File: src/rtl/uart_wake_rx_pkg.sv
package uart_wake_rx_pkg;

  localparam int WORD_W  = 9;
  localparam int MAX_PAY = 10;

  typedef enum logic [1:0] {
    ST_IDLE,
    ST_START,
    ST_DATA,
    ST_STOP
  } rx_state_e;

  typedef struct packed {
    logic nine_bit;
    logic ext_len;
    logic par_en;
    logic par_odd;
    logic msb_first;
  } rx_fmt_t;

  // payload slots between start and stop (data plus parity)
  function automatic logic [3:0] payload_slots(rx_fmt_t f);
    return 4'd8 + {3'd0, f.nine_bit} + {3'd0, (f.nine_bit & f.ext_len & f.par_en)};
  endfunction

  function automatic logic [3:0] data_slots(rx_fmt_t f);
    return payload_slots(f) - {3'd0, f.par_en};
  endfunction

endpackage

File: src/rtl/uart_rx_src.sv
module uart_rx_src #(
  parameter int SYNC_STAGES = 2
) (
  input  logic clk,
  input  logic rst_n,
  input  logic rx_pin,
  input  logic tx_loop,
  input  logic tx_pin_in,
  input  logic loop_en,
  input  logic src_sel,
  output logic line
);

  logic raw;
  logic [SYNC_STAGES-1:0] sync_q;

  always_comb begin
    if (!loop_en)     raw = rx_pin;
    else if (src_sel) raw = tx_pin_in;
    else              raw = tx_loop;
  end

  generate
    if (SYNC_STAGES == 1) begin : g_single
      always_ff @(posedge clk or negedge rst_n) begin
        if (!rst_n) sync_q <= '1;
        else        sync_q <= raw;
      end
    end else begin : g_chain
      always_ff @(posedge clk or negedge rst_n) begin
        if (!rst_n) sync_q <= '1;
        else        sync_q <= {sync_q[SYNC_STAGES-2:0], raw};
      end
    end
  endgenerate

  assign line = sync_q[SYNC_STAGES-1];

endmodule

File: src/rtl/uart_rx_sampler.sv
module uart_rx_sampler #(
  parameter int OSR = 16
) (
  input  logic clk,
  input  logic rst_n,
  input  logic tick,
  input  logic line,
  input  logic hunt,
  output logic start_edge,
  output logic bit_strobe,
  output logic bit_val
);

  localparam int PW = $clog2(OSR);
  localparam logic [PW-1:0] PH_EARLY = PW'(OSR/2 - 1);
  localparam logic [PW-1:0] PH_MID   = PW'(OSR/2);
  localparam logic [PW-1:0] PH_LATE  = PW'(OSR/2 + 1);
  localparam logic [PW-1:0] PH_LAST  = PW'(OSR - 1);

  logic [PW-1:0] phase;
  logic [1:0]    early;

  assign start_edge = hunt & tick & ~line;
  assign bit_strobe = ~hunt & tick & (phase == PH_LATE);
  assign bit_val    = (early[0] & early[1]) | (early[0] & line) | (early[1] & line);

  always_ff @(posedge clk or negedge rst_n) begin
    if (!rst_n) begin
      phase <= '0;
      early <= 2'b11;
    end else if (hunt) begin
      phase <= start_edge ? PW'(1) : '0;
    end else if (tick) begin
      phase <= (phase == PH_LAST) ? '0 : phase + PW'(1);
      if (phase == PH_EARLY) early[0] <= line;
      if (phase == PH_MID)   early[1] <= line;
    end
  end

endmodule

File: src/rtl/uart_rx_idle.sv
module uart_rx_idle #(
  parameter int OSR = 16
) (
  input  logic       clk,
  input  logic       rst_n,
  input  logic       tick,
  input  logic       line,
  input  logic       hunt,
  input  logic       start_ok,
  input  logic       frame_bit,
  input  logic       stop_bit,
  input  logic       bit_val,
  input  logic       from_stop,
  input  logic [3:0] frame_len,
  output logic       idle_pulse
);

  localparam int PW = $clog2(OSR);
  localparam logic [PW-1:0] PH_LAST = PW'(OSR - 1);

  logic [PW-1:0] ph;
  logic [3:0]    ones;
  logic          armed;
  logic          bump;

  assign bump = hunt & tick & line & (ph == PH_LAST);

  always_ff @(posedge clk or negedge rst_n) begin
    if (!rst_n) begin
      ph <= '0;
    end else if (!hunt || (tick && !line)) begin
      ph <= '0;
    end else if (tick) begin
      ph <= (ph == PH_LAST) ? '0 : ph + PW'(1);
    end
  end

  always_ff @(posedge clk or negedge rst_n) begin
    if (!rst_n) begin
      ones       <= '0;
      armed      <= 1'b0;
      idle_pulse <= 1'b0;
    end else begin
      idle_pulse <= 1'b0;
      if (start_ok) begin
        ones  <= '0;
        armed <= 1'b1;
      end else begin
        if (frame_bit) begin
          if (!bit_val || (stop_bit && from_stop)) ones <= '0;
          else if (ones != 4'hF)                   ones <= ones + 4'd1;
        end else if (bump && ones != 4'hF) begin
          ones <= ones + 4'd1;
        end
        if (armed && ones >= frame_len) begin
          idle_pulse <= 1'b1;
          armed      <= 1'b0;
        end
      end
    end
  end

endmodule

File: src/rtl/uart_wake_rx.sv
module uart_wake_rx
  import uart_wake_rx_pkg::*;
#(
  parameter int OSR         = 16,
  parameter int SYNC_STAGES = 2
) (
  input  logic              clk,
  input  logic              rst_n,
  input  logic              os_tick,
  input  logic              rx_pin,
  input  logic              tx_loop,
  input  logic              tx_pin_in,
  input  logic              loop_en,
  input  logic              src_sel,
  input  logic              nine_bit,
  input  logic              ext_len,
  input  logic              msb_first,
  input  logic              par_en,
  input  logic              par_odd,
  input  logic              wake_addr,
  input  logic              ilt_stop,
  input  logic              sleep_req,
  output logic              out_valid,
  output logic [WORD_W-1:0] out_data,
  output logic              par_err,
  output logic              frm_err,
  output logic              idle_flag,
  output logic              asleep
);

  rx_fmt_t             fmt;
  rx_state_e           state;
  logic [3:0]          idx;
  logic [MAX_PAY-1:0]  pay;
  logic [3:0]          pay_n, dat_n, frame_len;
  logic                line, hunt, start_edge, bit_strobe, bit_val;
  logic                start_ok, frame_done, idle_pulse, from_stop;
  logic [WORD_W-1:0]   word;
  logic                par_rx, par_exp, top_bit;
  logic                wake_by_addr, wake_by_idle, deliver;

  always_comb begin
    fmt.nine_bit  = nine_bit;
    fmt.ext_len   = ext_len;
    fmt.par_en    = par_en;
    fmt.par_odd   = par_odd;
    fmt.msb_first = msb_first;
  end

  assign pay_n     = payload_slots(fmt);
  assign dat_n     = data_slots(fmt);
  assign frame_len = pay_n + 4'd2;

  uart_rx_src #(.SYNC_STAGES(SYNC_STAGES)) u_src (
    .clk(clk), .rst_n(rst_n), .rx_pin(rx_pin), .tx_loop(tx_loop),
    .tx_pin_in(tx_pin_in), .loop_en(loop_en), .src_sel(src_sel), .line(line)
  );

  assign hunt = (state == ST_IDLE);

  uart_rx_sampler #(.OSR(OSR)) u_smp (
    .clk(clk), .rst_n(rst_n), .tick(os_tick), .line(line), .hunt(hunt),
    .start_edge(start_edge), .bit_strobe(bit_strobe), .bit_val(bit_val)
  );

  assign start_ok   = (state == ST_START) & bit_strobe & ~bit_val;
  assign frame_done = (state == ST_STOP) & bit_strobe;
  assign from_stop  = ilt_stop & ~(asleep & ~wake_addr);

  uart_rx_idle #(.OSR(OSR)) u_idle (
    .clk(clk), .rst_n(rst_n), .tick(os_tick), .line(line), .hunt(hunt),
    .start_ok(start_ok),
    .frame_bit(bit_strobe & ((state == ST_DATA) | (state == ST_STOP))),
    .stop_bit(state == ST_STOP), .bit_val(bit_val), .from_stop(from_stop),
    .frame_len(frame_len), .idle_pulse(idle_pulse)
  );

  // frame sequencer
  always_ff @(posedge clk or negedge rst_n) begin
    if (!rst_n) begin
      state <= ST_IDLE;
      idx   <= '0;
      pay   <= '0;
    end else begin
      case (state)
        ST_IDLE:  if (start_edge) state <= ST_START;
        ST_START: if (bit_strobe) begin
          if (!bit_val) begin
            state <= ST_DATA;
            idx   <= '0;
            pay   <= '0;
          end else begin
            state <= ST_IDLE;
          end
        end
        ST_DATA: if (bit_strobe) begin
          pay[idx] <= bit_val;
          if (idx == pay_n - 4'd1) state <= ST_STOP;
          else                     idx   <= idx + 4'd1;
        end
        ST_STOP: if (bit_strobe) state <= ST_IDLE;
        default: state <= ST_IDLE;
      endcase
    end
  end

  // payload to word, honouring bit order; parity slot follows the data
  always_comb begin
    word = '0;
    for (int i = 0; i < WORD_W; i++) begin
      if (i < int'(dat_n)) begin
        if (msb_first) word[i] = pay[int'(dat_n) - 1 - i];
        else           word[i] = pay[i];
      end
    end
    par_rx  = pay[dat_n];
    par_exp = (^word) ^ par_odd;
    top_bit = word[dat_n - 4'd1];
  end

  assign wake_by_addr = asleep & wake_addr & frame_done & top_bit;
  assign wake_by_idle = asleep & ~wake_addr & idle_pulse;
  assign deliver      = frame_done & (~asleep | wake_by_addr);

  always_ff @(posedge clk or negedge rst_n) begin
    if (!rst_n) begin
      out_valid <= 1'b0;
      out_data  <= '0;
      par_err   <= 1'b0;
      frm_err   <= 1'b0;
      asleep    <= 1'b0;
    end else begin
      out_valid <= deliver;
      par_err   <= deliver & par_en & (par_rx != par_exp);
      frm_err   <= deliver & ~bit_val;
      if (deliver) out_data <= word;
      if (sleep_req)                        asleep <= 1'b1;
      else if (wake_by_addr | wake_by_idle) asleep <= 1'b0;
    end
  end

  assign idle_flag = idle_pulse;

endmodule

File: config.mk
export PLATFORM = sky130hd
export DESIGN_NAME = uart_wake_rx
export DESIGN_NICKNAME = d
export VERILOG_FILES = /design/src/rtl/uart_wake_rx_pkg.sv /design/src/rtl/uart_rx_src.sv /design/src/rtl/uart_rx_sampler.sv /design/src/rtl/uart_rx_idle.sv /design/src/rtl/uart_wake_rx.sv
export SDC_FILE = /design/constraint.sdc
export NUM_CORES = 1
export LEC_CHECK = 0
export CORE_UTILIZATION = 54
export CTS_CLUSTER_DIAMETER = 50
export DETAILED_ROUTE_END_ITERATION = 10
export PLACE_DENSITY = 0.75
export SYNTH_ARGS = -nofsm -noshare
export SYNTH_HDL_FRONTEND = slang
export SYNTH_SLANG_ARGS = --single-unit
File: constraint.sdc
create_clock -name clk -period 2.51 [get_ports clk]
set_input_delay 0.502 -clock clk [delete_from_list [all_inputs] [get_ports clk]]
set_output_delay 0.502 -clock clk [all_outputs]
set_load 0.01 [all_outputs]
Word-level counts from Yosys, hierarchy flattened
Cells that the tools add are included.

Bits in registers: 47. Bits in latches: 0. RAM bits: 0. Bits in read-only memories: 0. Bits of input ports: 16. Output and inout bits: 14. Memories kept: 0.

Add/subtract/negate cells: 19. $mul: 0. Divide/modulo/power cells: 0. Magnitude comparators: 23. Equality and inequality tests: 19. Shift-type cells: 0. Muxes and demuxes: 88. Bitwise logic cells: 37. Reduce and logical (&&, ||, !) cells: 24.

Operator list (number): $lt 32x6->1 const B (7); $mux 4 (15); $mux 1 (48); $bmux 1 s4 (11); $mux 10 (3); $and 1x1->1 (25); $sub 5x4->6 const B (4); $pmux 10 s2 (1); $add 4x1->4 const B (4); $eq 4x4->1 const B (4); $lt 3x4->1 const A (4); $lt 4x5->1 const B (3); $mux 2 (6); $ne 2x2->1 const B (6); $sub 5x3->6 const B (2); $bwmux 10 (1); $reduce_and 5->1 (2); $reduce_bool 2->1 (5); $reduce_xor 9->1 (1); $lt 1x4->1 const A (2); $lt 2x4->1 const A (2); $ne 4x4->1 const B (2); $pmux 2 s4 (1); $pmux 4 s2 (1); other kinds (31) (50).

Longest topological paths before layout
Gate-level depths: netlist of run 1.

Depth after elaboration: 18. Mapped depth: 20.

Cells and area by module
A second synthesis of run 1 with hierarchy kept.

Cell total of the unflattened synthesis: 434. Area total of the unflattened synthesis: 3925.0 um2.

By module, submodules not included: uart_wake_rx (instances 1, cells each 328, area an instance 2852.7 um2); uart_rx_idle (instances 1, cells each 66, area an instance 644.4 um2); uart_rx_sampler (instances 1, cells each 35, area an instance 356.6 um2); uart_rx_src (instances 1, cells each 5, area an instance 71.3 um2).

Worst setup path after synthesis of run 1
Ideal clock, no wire load.

Kind: in2reg. From: input par_en. To: register out_data[3]. Setup time: 125 ps. Arrival: 4805 ps. Data required time: 2385 ps. Slack: -2420 ps. Cell stages on the path: 20. Buffers on the path: 4. Cell sequence: buf_2 -> buf_1 -> and3_1 -> ha_1 -> xnor2_2 -> inv_2 -> ha_1 -> clkbuf_1 -> inv_1 -> ha_1 -> inv_1 -> nand2_1 -> mux4_2 -> mux2_2 -> a311oi_1 -> nor4_1 -> a31oi_1 -> o22a_1 -> buf_6 -> mux2_4.

Word-level cells in the longest chain between the ends: 15. Elaborated cells on any way between the ends: 72.

RTL lines: start, declared (line uart_wake_rx.sv:18) `input logic par_en,`; $and 1x1->1 (line uart_wake_rx_pkg.sv:23) `return 4'd8 + {3'd0, f.nine_bit} + {3'd0, (f.nine_bit & f.ext_len & f.par_en)};`; $add 4x1->4 (line uart_wake_rx_pkg.sv:23); $sub 4x1->4 (*) (line uart_wake_rx_pkg.sv:27) `return payload_slots(f) - {3'd0, f.par_en};`; $sub 4x1->5 (line uart_wake_rx.sv:112) `if (msb_first) word[i] = pay[int'(dat_n) - 1 - i];`; $sub 5x2->6 (tied with other cells) (line uart_wake_rx.sv:112); $bmux 1 s4 (line uart_wake_rx.sv:112); $mux 1 (not written as such) (2 in series) (line uart_wake_rx.sv:112); $mux 1 (line uart_wake_rx.sv:112); $mux 1 (line uart_wake_rx.sv:111) `if (i < int'(dat_n)) begin`; $bmux 1 s4 (line uart_wake_rx.sv:118) `top_bit = word[dat_n - 4'd1];`; $mux 1 (not written as such) (line uart_wake_rx.sv:118); $and 1x1->1 (line uart_wake_rx.sv:121) `assign wake_by_addr = asleep & wake_addr & frame_done & top_bit;`; $or 1x1->1 (line uart_wake_rx.sv:123) `assign deliver = frame_done & (~asleep | wake_by_addr);`; $and 1x1->1 (line uart_wake_rx.sv:123); end signal, assigned (line uart_wake_rx.sv:136) `if (deliver) out_data <= word;`; end, declared (line uart_wake_rx.sv:24) `output logic [WORD_W-1:0] out_data,`.

Mark *: on every way between the ends. The rest lies on a longest branch, timed or not. The select of a mux whose other input is x is not followed. A chain may end at the register's enable or synchronous reset.

Worst setup path after layout of run 1
From: input par_en. To: register out_data[2].

The elaborated chain is that of the path after synthesis.

==> metrics, run 1 <==
result of the run=finished, violations left; violated checks=setup timing; part of the total power dissipated in sequential elements=35.2%; Post-synth EDFFs=0; worst reg2reg startpoint=pay[6]; largest fanout on the critical path=8; Switching Fraction=37.2%; Avg Vias per Cell=6.12; total number of vias=3740; detailed-route wire length per cell=18.6 um; fraction of layout cells with a size suffix above 1=30.1%; Port Buf Inserts=29; Die Area=0.00726 mm^2; net switching component of the power=0.00106 W; count of maximum capacitance violations=0; critical-path cell with the highest stage delay=sky130_fd_sc_hd__o32ai_1; part of the Yosys area used for sequential elements=31.6%; per-instance average area after synthesis=8.73 um^2; cell breakdown of the critical path=buf_6, and3_4, ha_4, or2_4, and2_4, inv_2, ha_4, ha_4, inv_4, buf_4, o32ai_1, o32ai_1, o21ba_2, nand4_1, a31oi_1, o22a_1, buf_12, mux2_4; critical path capture point type=flip-flop; Total Routing Usage GR=32.8%; number of distinct library cell variants in the gate-level netlist after synthesis=70; Synth Net Count=462; remaining antenna violation count after routing=0; library cell appearing most often on the critical path=sky130_fd_sc_hd__ha_4; placeable core area=0.00653 mm^2; width of the die=85.2 um; deepest clock path buffer count=2; number of search-and-repair iterations in the first detailed-routing pass=5; nature of the critical path startpoint=primary input; clk sinks=47; residual overflow from global routing=0; Yosys reg bits=47; gp weighted congestion=0.890; TritonCTS clock tree=yes; launch point of the worst path=par_en; post-layout instance count excluding filler cells=611; Leak Pwr=2.33 nW; max-slew violations=0; largest net degree at the start of global routing=48; highest clock frequency the design can meet=264 MHz; final antenna diode count=0; internal power=0.00180 W; fill cell total of the finished layout=461; Pwr per Cell Area=569 mW/mm^2; Slew Limit Headroom=60.8%; initial drt markers=374; Starting Density=57.2%; count of placed standard cells including taps=593; DPL Wire Length=8340 um; final number of setup-violating endpoints=13; combinational group share of total power=44.1%; Tightest Pin Transition=588 ps; net count reported at finish=567; HP Class=in -> async; number of buffers created by CTS=5; number of stages on the worst setup path=18; clock-pin slew on the worst setup and hold paths=90 ps; Async SR Flop Fraction=100%; Crit path required time=2710 ps; highest ir drop seen on vdd=0.517 mV; # rows=29; routed wire length=11300 um; period utilization=151%; minimum setup slack in the final design=-1280 ps; clock insertion delay at the later pin of the skew report=310 ps; most used flip-flop cell after synthesis=sky130_fd_sc_hd__dfrtp_1; Clock Skew=13.1 ps; Clk pwr share=20.8%; synthesized netlist cell count=428; startpoint-to-endpoint class of the critical path=in -> reg; number of global-route vias before repair=3726; synthesis warning total=0; post-place setup slack=-2060 ps; post-synthesis to final-layout area growth=34.5%; family with the most delay on the worst path=compound AO/OA/AOI/OAI gates; CTS H-Tree Depth=2; height of the chip=85.2 um; Crit path buffers/inverters=5; DRC violations left=0; Worst Reg2Reg Path Length in Cells=10; first-pass GRT wire length=18300 um; Root Driver=sky130_fd_sc_hd__clkbuf_8; clock period minus worst slack=3790 ps; num ports=30; longest individual stage delay on the worst path=500 ps; Arrival @ worst endpoint=3990 ps; initial antenna violation count=0; utilization after layout=76.9%; final hold violations=0; Synth Cell Area=0.00374 mm^2; setup repair after global routing missed its margin=yes
## power groups by stage
stage,logic (W),registers [W],clock network (W)
3_3_place_gp,0.00117,0.00101,0
2_1_floorplan,0.000809,0.000993,0
3_5_place_dp,0.00119,0.00102,0
4_1_cts,0.00123,0.00100,0.000601
6_report,0.00126,0.00100,0.000593
5_1_grt,0.00138,0.00102,0.000627
## registers in the layout, summed over array words and instances, names as in the netlist, named ones only
name               count
frm_err                1
u_smp.phase            4
pay                   10
out_data               9
state                  1
par_err                1
u_idle.idle_pulse      1
idx                    4
u_smp.early            2
u_src.sync_q           2
u_idle.ones            4
u_idle.armed           1
out_valid              1
u_idle.ph              4
asleep                 1
## metrics by stage
stage	cell area [um^2]	hold slack, ps	TNS (ps)	power [W]
floorplan	3920	206	-20210	0.00180
global placement	4770	346	-24670	0.00218
detailed placement	4770	349	-25960	0.00221
CTS	4970	288	-15170	0.00283
global route	5020	329	-17300	0.00303
finish	5020	266	-15760	0.00286
## Yosys cell counts, types with 5 or more instances
master                     number  area, um^2
sky130_fd_sc_hd__mux2_2        11         124
sky130_fd_sc_hd__inv_1         23        86.3
sky130_fd_sc_hd__nor2_1        32         120
sky130_fd_sc_hd__xnor2_1       11        96.3
sky130_fd_sc_hd__a21oi_1       22         110
sky130_fd_sc_hd__nand2_1       50         188
sky130_fd_sc_hd__nor2b_1        8        50.1
sky130_fd_sc_hd__buf_2          8        40.0
sky130_fd_sc_hd__nor3b_1        6        45.0
sky130_fd_sc_hd__ha_1          18         225
sky130_fd_sc_hd__mux4_2         6         135
sky130_fd_sc_hd__dfrtp_1       43        1080
sky130_fd_sc_hd__o31ai_1        5        37.5
sky130_fd_sc_hd__mux2i_1       13         130
sky130_fd_sc_hd__clkbuf_1      12        45.0
sky130_fd_sc_hd__nand3_1       12        60.1
sky130_fd_sc_hd__nand4_1        8        50.1
sky130_fd_sc_hd__and2_1         5        31.3
sky130_fd_sc_hd__xor2_1         8        70.1
sky130_fd_sc_hd__o21ai_0       25         125
sky130_fd_sc_hd__nor3_1        11        55.1
sky130_fd_sc_hd__a31oi_1        5        31.3
## area by class of cell
type	instances	area (um^2)	share of cell area, %
sequential	47	1180	23.5
clock inverter	2	38.8	0.772
inverter	26	110	2.19
clock buffer	6	82.6	1.64
tap	77	96.3	1.92
multi-input combinational	331	2510	49.9
timing repair buffer	122	1010	20.1
## worst register-to-register path, cell delays in order (launching register included)
cell and delay (ps):
sky130_fd_sc_hd__dfrtp_1 460, sky130_fd_sc_hd__inv_1 120, sky130_fd_sc_hd__o21ai_0 100, sky130_fd_sc_hd__mux4_2 490, sky130_fd_sc_hd__mux2_4 300, sky130_fd_sc_hd__a311oi_2 280, sky130_fd_sc_hd__nor4_1 80, sky130_fd_sc_hd__a31oi_1 190
sky130_fd_sc_hd__o22a_1 230, sky130_fd_sc_hd__buf_12 140, sky130_fd_sc_hd__mux2_4 300
## cell families (layout without fill, tap and decap cells)
| group | after synthesis | after routing | share of synthesized area, % |
|---|---|---|---|
| AOI/OAI and AO/OA | 99 | 99 | 17.9 |
| muxes | 36 | 36 | 12.5 |
| xor gates and xnor gates | 21 | 21 | 5.33 |
| DFF | 47 | 47 | 31.6 |
| and+or+nand+nor | 156 | 156 | 20.7 |
| buffers and inverters | 50 | 156 | 5.69 |
| adders and majority gates | 19 | 19 | 6.30 |
## worst paths after layout
kind	to	slack, ps
worst min-delay path	u_idle.ph[1]	270
worst max-delay path	out_data[2]	-1280
worst min register to register	u_src.sync_q[1]	360
min in group clk	u_src.sync_q[1]	360
worst max register to register	out_data[2]	-300
max in group asynchronous	pay[3]	1840
## layer usage
| metal | vias to the layer above | part of all wire [%] | GRT usage, % |
|---|---|---|---|
| met5 | - | 0 | 0 |
| met4 | 0 | 4.1 | 13.1 |
| met3 | 44 | 7.2 | 6.23 |
| met1 | 1772 | 41 | 41.2 |
| met2 | 176 | 48 | 55.7 |
| li1 | 1748 | - | - |
## what timing repair did
| item | 4_1_cts | 5_1_grt |
|---|---|---|
| setup endpoints to repair | 13 | 13 |
| buffers inserted | 9 | 1 |
| gates resized for setup | 18 | 7 |
| pin swaps | 12 | 11 |
| hold buffers | 0 | 0 |
## placed cells by master (no fill, tap or decap), types with 12 or more instances in the layout
cell	n
sky130_fd_sc_hd__mux2i_1	13
sky130_fd_sc_hd__nand3_1	12
sky130_fd_sc_hd__clkdlybuf4s50_1	25
sky130_fd_sc_hd__buf_4	90
sky130_fd_sc_hd__nor2_1	31
sky130_fd_sc_hd__inv_1	20
sky130_fd_sc_hd__nand2_1	49
sky130_fd_sc_hd__dfrtp_1	43
sky130_fd_sc_hd__a21oi_1	22
sky130_fd_sc_hd__o21ai_0	25
sky130_fd_sc_hd__ha_1	14
(Power assumes the default switching activity.)
==> run 2: changes to the inputs <==
--- a/config.mk
+++ b/config.mk
@@ -9,6 +9,7 @@
 export CTS_CLUSTER_DIAMETER = 50
 export DETAILED_ROUTE_END_ITERATION = 10
 export PLACE_DENSITY = 0.75
+export SETUP_SLACK_MARGIN = 0.4
 export SYNTH_ARGS = -nofsm -noshare
 export SYNTH_HDL_FRONTEND = slang
 export SYNTH_SLANG_ARGS = --single-unit
==> constraint.sdc (replaced) <==
create_clock -name clk -period 3.3 [get_ports clk]
set_input_delay 0.66 -clock clk [delete_from_list [all_inputs] [get_ports clk]]
set_output_delay 0.66 -clock clk [all_outputs]
set_load 0.01 [all_outputs]
==> metrics, run 2 (synthesis results as in run 1) <==
Pwr per Cell Area=438 mW/mm^2; Reg with most FFs=pay; number of search-and-repair iterations in the first detailed-routing pass=5; first-pass GRT wire length=18000 um; worst reg2reg startpoint=pay[7]; initial drt markers=319; Starting Density=57.2%; Arrival @ worst endpoint=4140 ps; fraction of layout cells with a size suffix above 1=30.3%; Final Total Pwr=0.00218 W; clock insertion delay at the later pin of the skew report=300 ps; DPL Wire Length=8060 um; gp weighted congestion=0.977; startpoint-to-endpoint class of the critical path=in -> reg; critical path capture point type=flip-flop; count of cells along the worst hold path=0; Root Driver=sky130_fd_sc_hd__clkbuf_8; library cell appearing most often on the critical path=sky130_fd_sc_hd__ha_4; number of stages on the worst setup path=18; detailed-route wire length per cell=18.3 um; longest individual stage delay on the worst path=490 ps; initial antenna violation count=0; worst flop-to-flop path endpoint=out_data[3]; post-place setup slack=-1360 ps; Slew Limit Headroom=30.5%; final antenna diode count=0; CTS H-Tree Depth=2; max reg flops=10; Worst Reg2Reg Path Length in Cells=9; largest net degree at the start of global routing=48; cell breakdown of the critical path=buf_6, and3_4, ha_4, or2_4, and2_4, inv_2, ha_4, ha_4, inv_4, nand2_2, mux4_2, mux2_4, a311oi_2, nor4_2, a31oi_2, o22a_2, clkbuf_16, mux2_4; Tightest Pin Transition=1040 ps; clock-pin slew on the worst setup and hold paths=100 ps; Crit path buffers/inverters=4; setup repair after global routing missed its margin=yes; HP Class=reg -> reg; TritonCTS clock tree=yes; post-synthesis to final-layout area growth=33.3%; clk sinks=47; num ports=30; number of global-route vias before repair=3689; max-slew violations=0; most used cells in the layout excluding fill and tap cells=sky130_fd_sc_hd__buf_4 (73), sky130_fd_sc_hd__nand2_1 (48), sky130_fd_sc_hd__dfrtp_1 (43); number of buffers created by CTS=5; final number of setup-violating endpoints=13; count of maximum capacitance violations=0; violated checks=setup timing; highest clock frequency the design can meet=253 MHz; placeable core area=0.00653 mm^2; Setup TNS Final=-7590 ps; period utilization=120%; family with the most delay on the worst path=multiplexers; critical-path cell with the highest stage delay=sky130_fd_sc_hd__mux4_2; width of the die=85.2 um; destination of the critical timing path=out_data[3]; largest fanout on the critical path=6; DRC violations left=0; deepest clock path buffer count=2; minimum setup slack in the final design=-647 ps; net count reported at finish=554; worst reg2reg setup slack=420 ps; Total Routing Usage GR=31.9%; # rows=29; Avg Vias per Cell=6.15; final hold violations=0; Die Area=0.00726 mm^2; Clock Skew=15.1 ps; residual overflow from global routing=0; Leak Pwr=2.27 nW; total number of vias=3679; Port Buf Inserts=29; launch point of the worst path=nine_bit; biggest registers after layout=pay x10, out_data x9; nature of the critical path startpoint=primary input; highest ir drop seen on vdd=0.413 mV; result of the run=finished, violations left; utilization after layout=76.2%; Crit path required time=3490 ps; CTS hold repair buffers=0; clock period minus worst slack=3950 ps; most frequent standard cell in the layout excluding fill and tap cells=sky130_fd_sc_hd__buf_4; routed wire length=10900 um; height of the chip=85.2 um; remaining antenna violation count after routing=0
-- run 2: power breakdown --
| group | internal [W] | switching (W) | total (W) |
|---|---|---|---|
| sequential | 0.000672 | 0.000107 | 0.000779 |
| combinational | 0.000441 | 0.000510 | 0.000951 |
| clock | 0.000249 | 0.000200 | 0.000450 |
| total | 0.00136 | 0.000818 | 0.00218 |
-- run 2: metal layers --
layer  share of wire [%]  track usage [%]  up-vias  routed length (um)
met2                  48             55.8      150                5270
met3                 6.1             5.25       35                 669
met5                   0                0        -                   0
met1                  42             40.3     1776                4620
met4                 3.5             10.5        0                 380
li1                    -                -     1718                   -
-- run 2: metrics by stage --
step / hold WS [ps] / instances / instance area (um^2)
2_1_floorplan: 345 / 428 / 3920
3_3_place_gp: 345 / 581 / 4670
3_5_place_dp: 353 / 581 / 4670
4_1_cts: 367 / 596 / 4930
5_1_grt: 370 / 598 / 4980
6_report: 366 / 598 / 4980
-- run 2: area by class of cell --
type | instances | area [um^2]
tap | 77 | 96.3
clock inverter | 2 | 38.8
inverter | 26 | 110
multi-input combinational | 331 | 2540
clock buffer | 6 | 82.6
sequential | 47 | 1180
timing repair buffer | 109 | 932
fill | 469 | 1550
-- run 2: worst reg2reg max path, delay by kind of cell (launching register included) --
kind,cells,cell delay [ps]
muxes,4,1350
buffers and inverters,1,150
DFF,1,480
and+or+nand+nor,1,100
AOI/OAI and AO/OA,3,710
-- run 2: timing repair --
item	4_1_cts	5_1_grt
endpoints found under the setup margin	13	13
pin swaps	14	8
gates resized for setup	32	9
buffers inserted	6	2
cloned	1	0
-- run 2: worst min-delay path by stage --
stage / from / endpoint / slack [ps]
after detailed placement: u_src.sync_q[0] / u_src.sync_q[1] / 350
after CTS: u_src.sync_q[0] / u_src.sync_q[1] / 370
after global routing: u_src.sync_q[0] / u_src.sync_q[1] / 370
final: u_src.sync_q[0] / u_src.sync_q[1] / 370
after floorplan: u_src.sync_q[0] / u_src.sync_q[1] / 350
after global placement: u_src.sync_q[0] / u_src.sync_q[1] / 350
